## config.mk

```make
export PLATFORM = sky130hd
export DESIGN_NAME = btb_fetch_unit
export DESIGN_NICKNAME = d
export VERILOG_FILES = /design/src/rtl/btb_pkg.sv /design/src/rtl/btb_pc_split.sv /design/src/rtl/btb_table.sv /design/src/rtl/btb_dir_update.sv /design/src/rtl/btb_next_pc.sv /design/src/rtl/btb_fetch_unit.sv
export SDC_FILE = /design/constraint.sdc
export NUM_CORES = 2
export LEC_CHECK = 0
export BUFFER_PORTS_ARGS = -buffer_cell sky130_fd_sc_hd__buf_2
export CAP_MARGIN = 20
export CORE_UTILIZATION = 40
export DETAILED_ROUTE_END_ITERATION = 6
export PLACE_DENSITY = 0.55
export SLEW_MARGIN = 20
export SYNTH_ARGS = -nofsm -noshare
export SYNTH_HDL_FRONTEND = slang
export SYNTH_SLANG_ARGS = --single-unit
```

## constraint.sdc

```tcl
create_clock -name clk -period 13.6 [get_ports clk]
set_input_delay 0.68 -clock clk [delete_from_list [all_inputs] [get_ports clk]]
set_output_delay 0.68 -clock clk [all_outputs]
set_load 0.02 [all_outputs]
```

## src/rtl/btb_pkg.sv

```systemverilog
package btb_pkg;

    typedef enum logic {
        DIR_LAST = 1'b0,
        DIR_SAT2 = 1'b1
    } dir_mode_e;

    localparam int INSN_BYTES = 4;
    localparam int ALIGN_BITS = 2;

    // state written into a freshly allocated entry: predicts taken
    localparam logic [1:0] DIR_INIT = 2'b10;

endpackage

```

## src/rtl/btb_pc_split.sv

```systemverilog
module btb_pc_split #(
    parameter int WORD_W = 30,
    parameter int IDX_W  = 4,
    localparam int TAG_W = WORD_W - IDX_W
) (
    input  logic [WORD_W-1:0] word_addr,
    output logic [IDX_W-1:0]  idx,
    output logic [TAG_W-1:0]  tag
);
    // word address excludes the alignment bits; low part indexes, rest tags
    assign idx = word_addr[IDX_W-1:0];
    assign tag = word_addr[WORD_W-1:IDX_W];
endmodule

```

## src/rtl/btb_table.sv

```systemverilog
module btb_table #(
    parameter int ADDR_W = 32,
    parameter int IDX_W  = 4,
    parameter int TAG_W  = 26,
    localparam int DEPTH = 1 << IDX_W
) (
    input  logic              clk,
    input  logic              rst,
    // fetch-side read
    input  logic [IDX_W-1:0]  fr_idx,
    output logic              fr_valid,
    output logic [TAG_W-1:0]  fr_tag,
    output logic [ADDR_W-1:0] fr_target,
    output logic [1:0]        fr_dir,
    // resolve-side read
    input  logic [IDX_W-1:0]  rr_idx,
    output logic              rr_valid,
    output logic [TAG_W-1:0]  rr_tag,
    output logic [ADDR_W-1:0] rr_target,
    output logic [1:0]        rr_dir,
    // write port
    input  logic              wr_en,
    input  logic [IDX_W-1:0]  wr_idx,
    input  logic [TAG_W-1:0]  wr_tag,
    input  logic [ADDR_W-1:0] wr_target,
    input  logic [1:0]        wr_dir
);
    typedef struct packed {
        logic [DEPTH-1:0]             valid;
        logic [DEPTH-1:0][TAG_W-1:0]  tag;
        logic [DEPTH-1:0][ADDR_W-1:0] target;
        logic [DEPTH-1:0][1:0]        dir;
    } tbl_t;

    tbl_t tbl_d, tbl_q;

    always_comb begin
        tbl_d = tbl_q;
        if (wr_en) begin
            tbl_d.valid[wr_idx]  = 1'b1;
            tbl_d.tag[wr_idx]    = wr_tag;
            tbl_d.target[wr_idx] = wr_target;
            tbl_d.dir[wr_idx]    = wr_dir;
        end
        if (rst) begin
            tbl_d.valid = '0;
        end
    end

    always_ff @(posedge clk) begin
        tbl_q <= tbl_d;
    end

    // reads come from the registered state: same-cycle writes are not seen
    assign fr_valid  = tbl_q.valid[fr_idx];
    assign fr_tag    = tbl_q.tag[fr_idx];
    assign fr_target = tbl_q.target[fr_idx];
    assign fr_dir    = tbl_q.dir[fr_idx];

    assign rr_valid  = tbl_q.valid[rr_idx];
    assign rr_tag    = tbl_q.tag[rr_idx];
    assign rr_target = tbl_q.target[rr_idx];
    assign rr_dir    = tbl_q.dir[rr_idx];
endmodule

```

## src/rtl/btb_dir_update.sv

```systemverilog
module btb_dir_update #(
    parameter btb_pkg::dir_mode_e MODE = btb_pkg::DIR_SAT2
) (
    input  logic [1:0] cur_dir,
    input  logic       taken,
    output logic [1:0] trained_dir,
    output logic [1:0] alloc_dir
);
    assign alloc_dir = btb_pkg::DIR_INIT;

    generate
        if (MODE == btb_pkg::DIR_SAT2) begin : g_sat
            always_comb begin
                trained_dir = cur_dir;
                if (taken && (cur_dir != 2'b11)) begin
                    trained_dir = cur_dir + 2'd1;
                end else if (!taken && (cur_dir != 2'b00)) begin
                    trained_dir = cur_dir - 2'd1;
                end
            end
        end else begin : g_last
            logic [1:0] unused_cur;
            assign unused_cur  = cur_dir;
            assign trained_dir = {taken, 1'b0};
        end
    endgenerate
endmodule

```

## src/rtl/btb_next_pc.sv

```systemverilog
module btb_next_pc #(
    parameter int ADDR_W = 32
) (
    input  logic [ADDR_W-1:0] pc,
    input  logic              hit,
    input  logic              dir_msb,
    input  logic [ADDR_W-1:0] target,
    output logic              taken,
    output logic [ADDR_W-1:0] next_pc
);
    logic [ADDR_W-1:0] seq_pc;

    assign seq_pc  = pc + ADDR_W'(btb_pkg::INSN_BYTES);
    assign taken   = hit & dir_msb;
    assign next_pc = taken ? target : seq_pc;
endmodule

```

## src/rtl/btb_fetch_unit.sv

```systemverilog
module btb_fetch_unit #(
    parameter int                 ADDR_W   = 32,
    parameter int                 IDX_W    = 4,
    parameter btb_pkg::dir_mode_e DIR_MODE = btb_pkg::DIR_SAT2
) (
    input  logic              clk,
    input  logic              rst,
    input  logic [ADDR_W-1:0] fetch_pc,
    output logic [ADDR_W-1:0] next_pc,
    output logic              pred_hit,
    output logic              pred_taken,
    input  logic              res_valid,
    input  logic [ADDR_W-1:0] res_pc,
    input  logic              res_taken,
    input  logic [ADDR_W-1:0] res_target
);
    localparam int WORD_W = ADDR_W - btb_pkg::ALIGN_BITS;
    localparam int TAG_W  = WORD_W - IDX_W;

    typedef struct packed {
        logic              en;
        logic [IDX_W-1:0]  idx;
        logic [TAG_W-1:0]  tag;
        logic [ADDR_W-1:0] target;
        logic [1:0]        dir;
    } wr_t;

    logic [IDX_W-1:0]  f_idx, r_idx;
    logic [TAG_W-1:0]  f_tag, r_tag;
    logic              f_valid, r_valid;
    logic [TAG_W-1:0]  f_stag, r_stag;
    logic [ADDR_W-1:0] f_target, r_target;
    logic [1:0]        f_dir, r_dir;
    logic [1:0]        trained_dir, alloc_dir;
    logic              f_hit, r_hit;
    wr_t               wr_d;
    logic              unused_res_lsb;

    assign unused_res_lsb = ^res_pc[btb_pkg::ALIGN_BITS-1:0];

    btb_pc_split #(.WORD_W(WORD_W), .IDX_W(IDX_W)) u_fsplit (
        .word_addr (fetch_pc[ADDR_W-1:btb_pkg::ALIGN_BITS]),
        .idx       (f_idx),
        .tag       (f_tag)
    );

    btb_pc_split #(.WORD_W(WORD_W), .IDX_W(IDX_W)) u_rsplit (
        .word_addr (res_pc[ADDR_W-1:btb_pkg::ALIGN_BITS]),
        .idx       (r_idx),
        .tag       (r_tag)
    );

    btb_table #(.ADDR_W(ADDR_W), .IDX_W(IDX_W), .TAG_W(TAG_W)) u_table (
        .clk       (clk),
        .rst       (rst),
        .fr_idx    (f_idx),
        .fr_valid  (f_valid),
        .fr_tag    (f_stag),
        .fr_target (f_target),
        .fr_dir    (f_dir),
        .rr_idx    (r_idx),
        .rr_valid  (r_valid),
        .rr_tag    (r_stag),
        .rr_target (r_target),
        .rr_dir    (r_dir),
        .wr_en     (wr_d.en),
        .wr_idx    (wr_d.idx),
        .wr_tag    (wr_d.tag),
        .wr_target (wr_d.target),
        .wr_dir    (wr_d.dir)
    );

    btb_dir_update #(.MODE(DIR_MODE)) u_dir (
        .cur_dir     (r_dir),
        .taken       (res_taken),
        .trained_dir (trained_dir),
        .alloc_dir   (alloc_dir)
    );

    assign f_hit = f_valid && (f_stag == f_tag);
    assign r_hit = r_valid && (r_stag == r_tag);

    // resolve-side write request: train on hit, allocate on taken miss
    always_comb begin
        wr_d.en     = 1'b0;
        wr_d.idx    = r_idx;
        wr_d.tag    = r_tag;
        wr_d.target = res_target;
        wr_d.dir    = alloc_dir;
        if (res_valid) begin
            if (r_hit) begin
                wr_d.en  = 1'b1;
                wr_d.dir = trained_dir;
                if (!res_taken) begin
                    wr_d.target = r_target;
                end
            end else if (res_taken) begin
                wr_d.en = 1'b1;
            end
        end
    end

    btb_next_pc #(.ADDR_W(ADDR_W)) u_npc (
        .pc      (fetch_pc),
        .hit     (f_hit),
        .dir_msb (f_dir[1]),
        .target  (f_target),
        .taken   (pred_taken),
        .next_pc (next_pc)
    );

    assign pred_hit = f_hit;
endmodule

```

* Yosys cells after proc, flatten, opt, wreduce, memory -nomap -nowiden
Index checks and enable logic that the tools add are counted.
Word-level totals: logic and storage cells 103, register bits 976
Cells by class: order comparisons 3, reductions and logical operators 7, mux-type cells 36, bitwise gates (word level) 2, $add $sub $neg 3, equal/unequal tests 3
Operators by type and width (number):
- bitwise mux 512 bit | 1
- bitwise mux 416 bit | 1
- binary-select mux 32 bit (select 4 bit) | 2
- binary-select mux 26 bit (select 4 bit) | 2
- 2-to-1 mux 32 bit | 5
- demux 32 bit (select 4 bit) | 1
- demux 26 bit (select 4 bit) | 1
- 2-to-1 mux 26 bit | 3
- 2-to-1 mux 34 bit | 2
- equality test 26 bit | 2
- adder 32 x 3 -> 32 bit, second input constant | 1
- bitwise mux 32 bit | 1
- binary-select mux 2 bit (select 4 bit) | 2
- bitwise OR 16 bit | 1
- < comparator 4 x 5 -> 1 bit, second input constant | 2
- 2-to-1 mux 2 bit | 5
- binary-select mux 1 bit (select 4 bit) | 2
- demux 2 bit (select 4 bit) | 1
- 2-to-1 mux 1 bit | 6
- logical AND 1 bit | 5
- demux 1 bit (select 4 bit) | 1
- >= comparator 4 x 1 -> 1 bit, second input constant | 1
- adder 2 x 1 -> 2 bit, second input constant | 1
- inequality test 2 bit, second input constant | 1
- 4 further kinds | 4

* Logic depth before layout (Yosys ltp)
depth in word-level cells 9, gate-level depth with buffers 15, gate-level depth less buffers 8

* Modules after synthesis
A second synthesis with hierarchy kept.
Second synthesis, totals: cells, all modules 2417, area, all modules 46254.4 um2
By module, submodules not included:
- btb_table | cells an instance 2066, area each 43716.9 um2, instances 1, sequential area each 29148.0 um2
- btb_fetch_unit | cells an instance 115, area each 1036.0 um2, instances 1, sequential area each 0.0 um2
- btb_next_pc | cells an instance 165, area each 968.4 um2, instances 1, sequential area each 0.0 um2
- btb_pc_split | cells an instance 30, area each 225.2 um2, instances 2, sequential area each 0.0 um2
- btb_dir_update | cells an instance 11, area each 82.6 um2, instances 1, sequential area each 0.0 um2

* Worst setup path after synthesis
No wires, ideal clock.
kind input-to-reg, from input res_pc[2], to register u_table.tbl_q[0] in the netlist's numbering, enable pin, stages 11, path slack 4377 ps, path buffers 3, arrival 8597 ps, setup time 627 ps, cells stage by stage buf_2 buf_4 buf_2 mux4_2 mux2i_1 xor2_1 nand4b_1 o31a_1 nor3b_1 a31oi_1 nor4_1
Between the ends: longest elaborated chain between the ends 6, elaborated cells between the ends (all ways) 8, those cells by class 1 x eq/ne; 6 x mux; 1 x reduce/logical
RTL lines:
- start, declared | RTL line btb_fetch_unit.sv:13 | input logic [ADDR_W-1:0] res_pc,
- binary-select mux 26 bit (select 4 bit) | RTL line btb_table.sv:61 | assign rr_tag = tbl_q.tag[rr_idx];
- 2-to-1 mux 26 bit (not written as such) | RTL line btb_table.sv:61
- equality test 26 bit | RTL line btb_fetch_unit.sv:81 | assign r_hit = r_valid && (r_stag == r_tag);
- logical AND 1 bit * | RTL line btb_fetch_unit.sv:81
- 2-to-1 mux 1 bit * | RTL line btb_fetch_unit.sv:91 | if (r_hit) begin
- 2-to-1 mux 1 bit * | RTL line btb_fetch_unit.sv:90 | if (res_valid) begin
- end signal, assigned | RTL line btb_table.sv:51 | tbl_q <= tbl_d;
- end, declared | RTL line btb_table.sv:35 | tbl_t tbl_d, tbl_q;
Every way passes the cells marked *; elsewhere a longest branch is shown, timed or not. The select of a mux whose other input is x is not followed. A chain may end at the register's enable or synchronous reset.

* Final worst setup path
from input fetch_pc[3], to output next_pc[23]
Between the ends: longest elaborated chain between the ends 6, elaborated cells between the ends (all ways) 13, those cells by class 1 x add/sub; 1 x eq/ne; 9 x mux; 1 x bitwise; 1 x reduce/logical
RTL lines:
- start, declared | RTL line btb_fetch_unit.sv:8 | input logic [ADDR_W-1:0] fetch_pc,
- binary-select mux 26 bit (select 4 bit) | RTL line btb_table.sv:56 | assign fr_tag = tbl_q.tag[fr_idx];
- 2-to-1 mux 26 bit (not written as such) | RTL line btb_table.sv:56
- equality test 26 bit | RTL line btb_fetch_unit.sv:80 | assign f_hit = f_valid && (f_stag == f_tag);
- logical AND 1 bit | RTL line btb_fetch_unit.sv:80
- AND 1 bit | RTL line btb_next_pc.sv:14 | assign taken = hit & dir_msb;
- 2-to-1 mux 32 bit * | RTL line btb_next_pc.sv:15 | assign next_pc = taken ? target : seq_pc;
- end, declared | RTL line btb_fetch_unit.sv:9 | output logic [ADDR_W-1:0] next_pc,
Marks and branches as above.

==> results.md <==
* Worst Hold Path Cells at 1
* DIE WIDTH at 347 um
* Ys flop type: edfxtp_1
* GR Overflow Total at 0
* Largest regs: u_table.tbl_q x976
* EDFF count, synth at 960
* FMAX at 140 MHz
* Slew headroom at 0.257
* Share of cells above drive strength 1 at 0.361
* Fin Clk Skew at 0.0340 ns
* Slew Viols, Final at 0
* R2R Path End: u_table.tbl_q[812]
* CTS buffer count at 106
* Worst setup EP type: primary output
* Global router's overall resource usage at 0.248
* # DRC at 0
* Simple-gate share of the synthesized area at 0.0285
* FFs w/ async S/R, synth at 0
* Pint at 5.28 mW
* H-tree levels at 3
* Period utilization at 0.527
* Seq/Total Area, Yosys at 0.612
* Status: completed
* Initial antenna violation count at 19
* Synth Warn # at 0
* Bufs on Longest Clock Path at 3
* Worst-path fanout max at 50
* Die height at 347 um
* Yosys cell types at 71
* Die area at 121000 um^2
* Routed wire length at 150000 um
* Final min period at about 7.2 ns
* Initial Util at 0.404
* Combinational power share at 0.092
* # rows at between 100 and 150
* Clock transition at path regs at 0.06 ns
* Post-synthesis mux area share at 0.288
* Reg2Reg Setup Slack at approximately 8.7 ns
* Post-synthesis cell count at 2464
* CTS Sinks at 976
* Port bufs at 131
* XOR/XNOR Fraction of Synth Area at 0.0197
* DPL Wire Length at 89100 um
* Final instance area at 53400 um^2
* DR vias at 27100
* Setup Fix Bufs, Post-CTS at 0
* Peak supply drop at 95.9 uV
* Avg Cell Area, Syn at about 19 um^2
* Drt wl/cell at roughly 35 um
* Power share of the clock group at 0.419
* Post-Synth Adder-Cell Area at 0.000788
* Routed Antenna Nets at 0
* Tot Pwr at 6.87 mW
* Nets at 2701
* Setup violations, final at 0
* Critical path class: in -> out
* Setup TNS Final at 0 ns
* Via/cell ratio at between 6 and 7
* R2R cell count at 10
* RSZ-0062 raised after global routing: no
* # hold bufs at CTS at 0
* Initial DRC Count at 3623
* Number of global-route vias before repair at between 20000 and 30000
* Fillcell total at 9930
* First-pass GRT wire length at 211000 um
* Max reg flops at 976
* Largest net degree at the start of global routing at 66
* Area Overhead vs Synth at 12.1%
* Core box area at 118000 um^2
* Synthesized Nets at 2567
* Largest family of logic cells by synthesized area: multiplexers
* CTS resizes at 0
* Hold Path Class: in -> reg
* Startpoint Class: primary input
* P_sw at 1.59 mW
* Post-Synthesis Cell Area at 47700 um^2
* CTS tree: built
* Worst Tran Pin Value at roughly 1.1 ns
* Register share of total power at 0.488
* Max_cap viols at 0
* RR Startpoint: u_table.tbl_q[935]
* Critical path arrival at 6.48 ns
* Clock root cell: clkbuf_16
* Final hold violations at 0
* Net Sw Frac at 0.231
* P_leak at 17.1 nW
* Worst skew pair latency at 0.70 ns
* P per Cell Area at 128 nW/um^2
* Routability cong. at 0.920
* Req. time, crit path at 12.92 ns
* WHS Endpoint: u_table.tbl_q[774]
* Post-synthesis compound-gate area fraction at 0.0275
* Synthesis-stage register bit count at 976
* # IOs at 134
* Hold Startpoint: res_pc[28]
* Top reg by flops: u_table.tbl_q
* Drt first pass iters at 6
* DP Area at 50000 um^2
-- worst max-delay path by stage --
stage / slack [ns] / start / cells after the start / to
floorplan: 4.38 / res_pc[2] / 11 / u_table.tbl_q[0]
global placement: 6.46 / res_pc[3] / 13 / u_table.tbl_q[708]
detailed placement: 6.56 / fetch_pc[3] / 13 / next_pc[23]
CTS: 6.53 / fetch_pc[3] / 13 / next_pc[23]
global route: 6.30 / fetch_pc[2] / 12 / next_pc[31]
finish: 6.44 / fetch_pc[3] / 13 / next_pc[23]
-- cell type report --
type	instances	area, um^2	area share
Sequential cell	976	29100	0.545
Antenna cell	5	12.5	0.000234
Tap cell	1536	1920	0.0360
Multi-Input combinational cell	1273	17500	0.327
Clock inverter	63	647	0.0121
Timing Repair Buffer	209	1320	0.0247
Inverter	32	121	0.00227
Clock buffer	130	2790	0.0523
-- worst max-delay path, stage by stage --
cell and delay, ns:
buf_8 0.37, buf_4 0.72, buf_4 0.66, mux4_2 0.62, mux2i_1 0.29, xor2_1 0.19, nand4_1 0.09, nor4_1 0.74
o2111ai_1 0.17, or4_2 0.66, buf_4 0.36, mux2_4 0.47, buf_2 0.17
-- Yosys cell counts (all sizes together), types with 3 or more instances --
cell	instances	area share
or4	3	0.00047
and2	6	0.00079
nand3b	9	0.0014
or3	7	0.00092
o41ai	4	0.00089
o22ai	42	0.0055
a211oi	8	0.0013
a2111oi	6	0.0015
o21ai	24	0.0025
xor2	24	0.0044
ha	3	0.00079
o32ai	7	0.0013
xnor2	83	0.015
or2	4	0.00052
nor2b	16	0.0021
mux4	490	0.23
and3	7	0.00092
and4	4	0.00073
clkbuf	59	0.0047
mux2	105	0.027
nand2	58	0.0047
nand3	21	0.0022
nor2	30	0.0024
dfxtp	16	0.0067
nor3	26	0.0027
nand2b	18	0.0024
edfxtp	960	0.60
a31oi	4	0.00052
buf	124	0.017
nor3b	5	0.00079
a21oi	14	0.0015
o2111ai	10	0.0018
a221oi	13	0.0024
mux2i	138	0.029
a22o	7	0.0013
inv	32	0.0025
nand4	16	0.0021
nor4	12	0.0018
a22oi	25	0.0039
-- logic make-up after synthesis --
kind of cell	after synthesis
flops	976
mux	733
simple gates	249
buf+inv	215
compound gates	181
xor+xnor	107
fa+ha+maj	3
-- stage by stage --
step | instances | setup WS, ns | utilization | hold WS (ns)
final | 4224 | 6.44 | 0.453 | 0.403
after global routing | 4220 | 6.30 | 0.452 | 0.380
after CTS | 4218 | 6.53 | 0.452 | 0.351
after detailed placement | 4025 | 6.56 | 0.423 | 0.476
after global placement | 4025 | 6.46 | 0.423 | 0.454
after floorplan | 2464 | 4.38 | - | 0.438
-- metal layers --
layer | up-vias | part of all wire | GRT usage
li1 | 10800 | - | -
met1 | 14600 | 0.42 | 0.352
met2 | 1392 | 0.47 | 0.387
met3 | 251 | 0.086 | 0.0482
met4 | 12 | 0.031 | 0.0738
met5 | - | 0.00053 | 0
-- power by group through the flow --
stage | Clock (mW) | Combinational, mW | Sequential [mW]
after floorplan | 0 | 0.415 | 3.41
after global placement | 0 | 0.629 | 3.41
after detailed placement | 0 | 0.633 | 3.42
after CTS | 2.93 | 0.635 | 3.35
after global routing | 3.03 | 0.665 | 3.35
final | 2.88 | 0.634 | 3.35
-- cell usage in the layout, fill, tap and decap left out, types with 13 or more instances in the layout --
| master | instances |
|---|---|
| a21oi_1 | 14 |
| clkbuf_16 | 107 |
| mux2_2 | 67 |
| nor2_1 | 29 |
| clkbuf_1 | 20 |
| nand2b_1 | 18 |
| a221oi_1 | 13 |
| nor2b_1 | 15 |
| dfxtp_1 | 16 |
| clkinv_2 | 13 |
| o22ai_1 | 42 |
| mux4_2 | 488 |
| nand4_1 | 16 |
| mux2_4 | 29 |
| o21ai_0 | 24 |
| buf_2 | 124 |
| xor2_1 | 24 |
| clkinv_1 | 31 |
| inv_1 | 31 |
| a22oi_1 | 25 |
| edfxtp_1 | 960 |
| xnor2_1 | 83 |
| mux2i_1 | 138 |
| buf_4 | 78 |
| nor3_1 | 14 |
| nand2_1 | 56 |
| nand3_1 | 21 |
(Power assumes the default switching activity.)
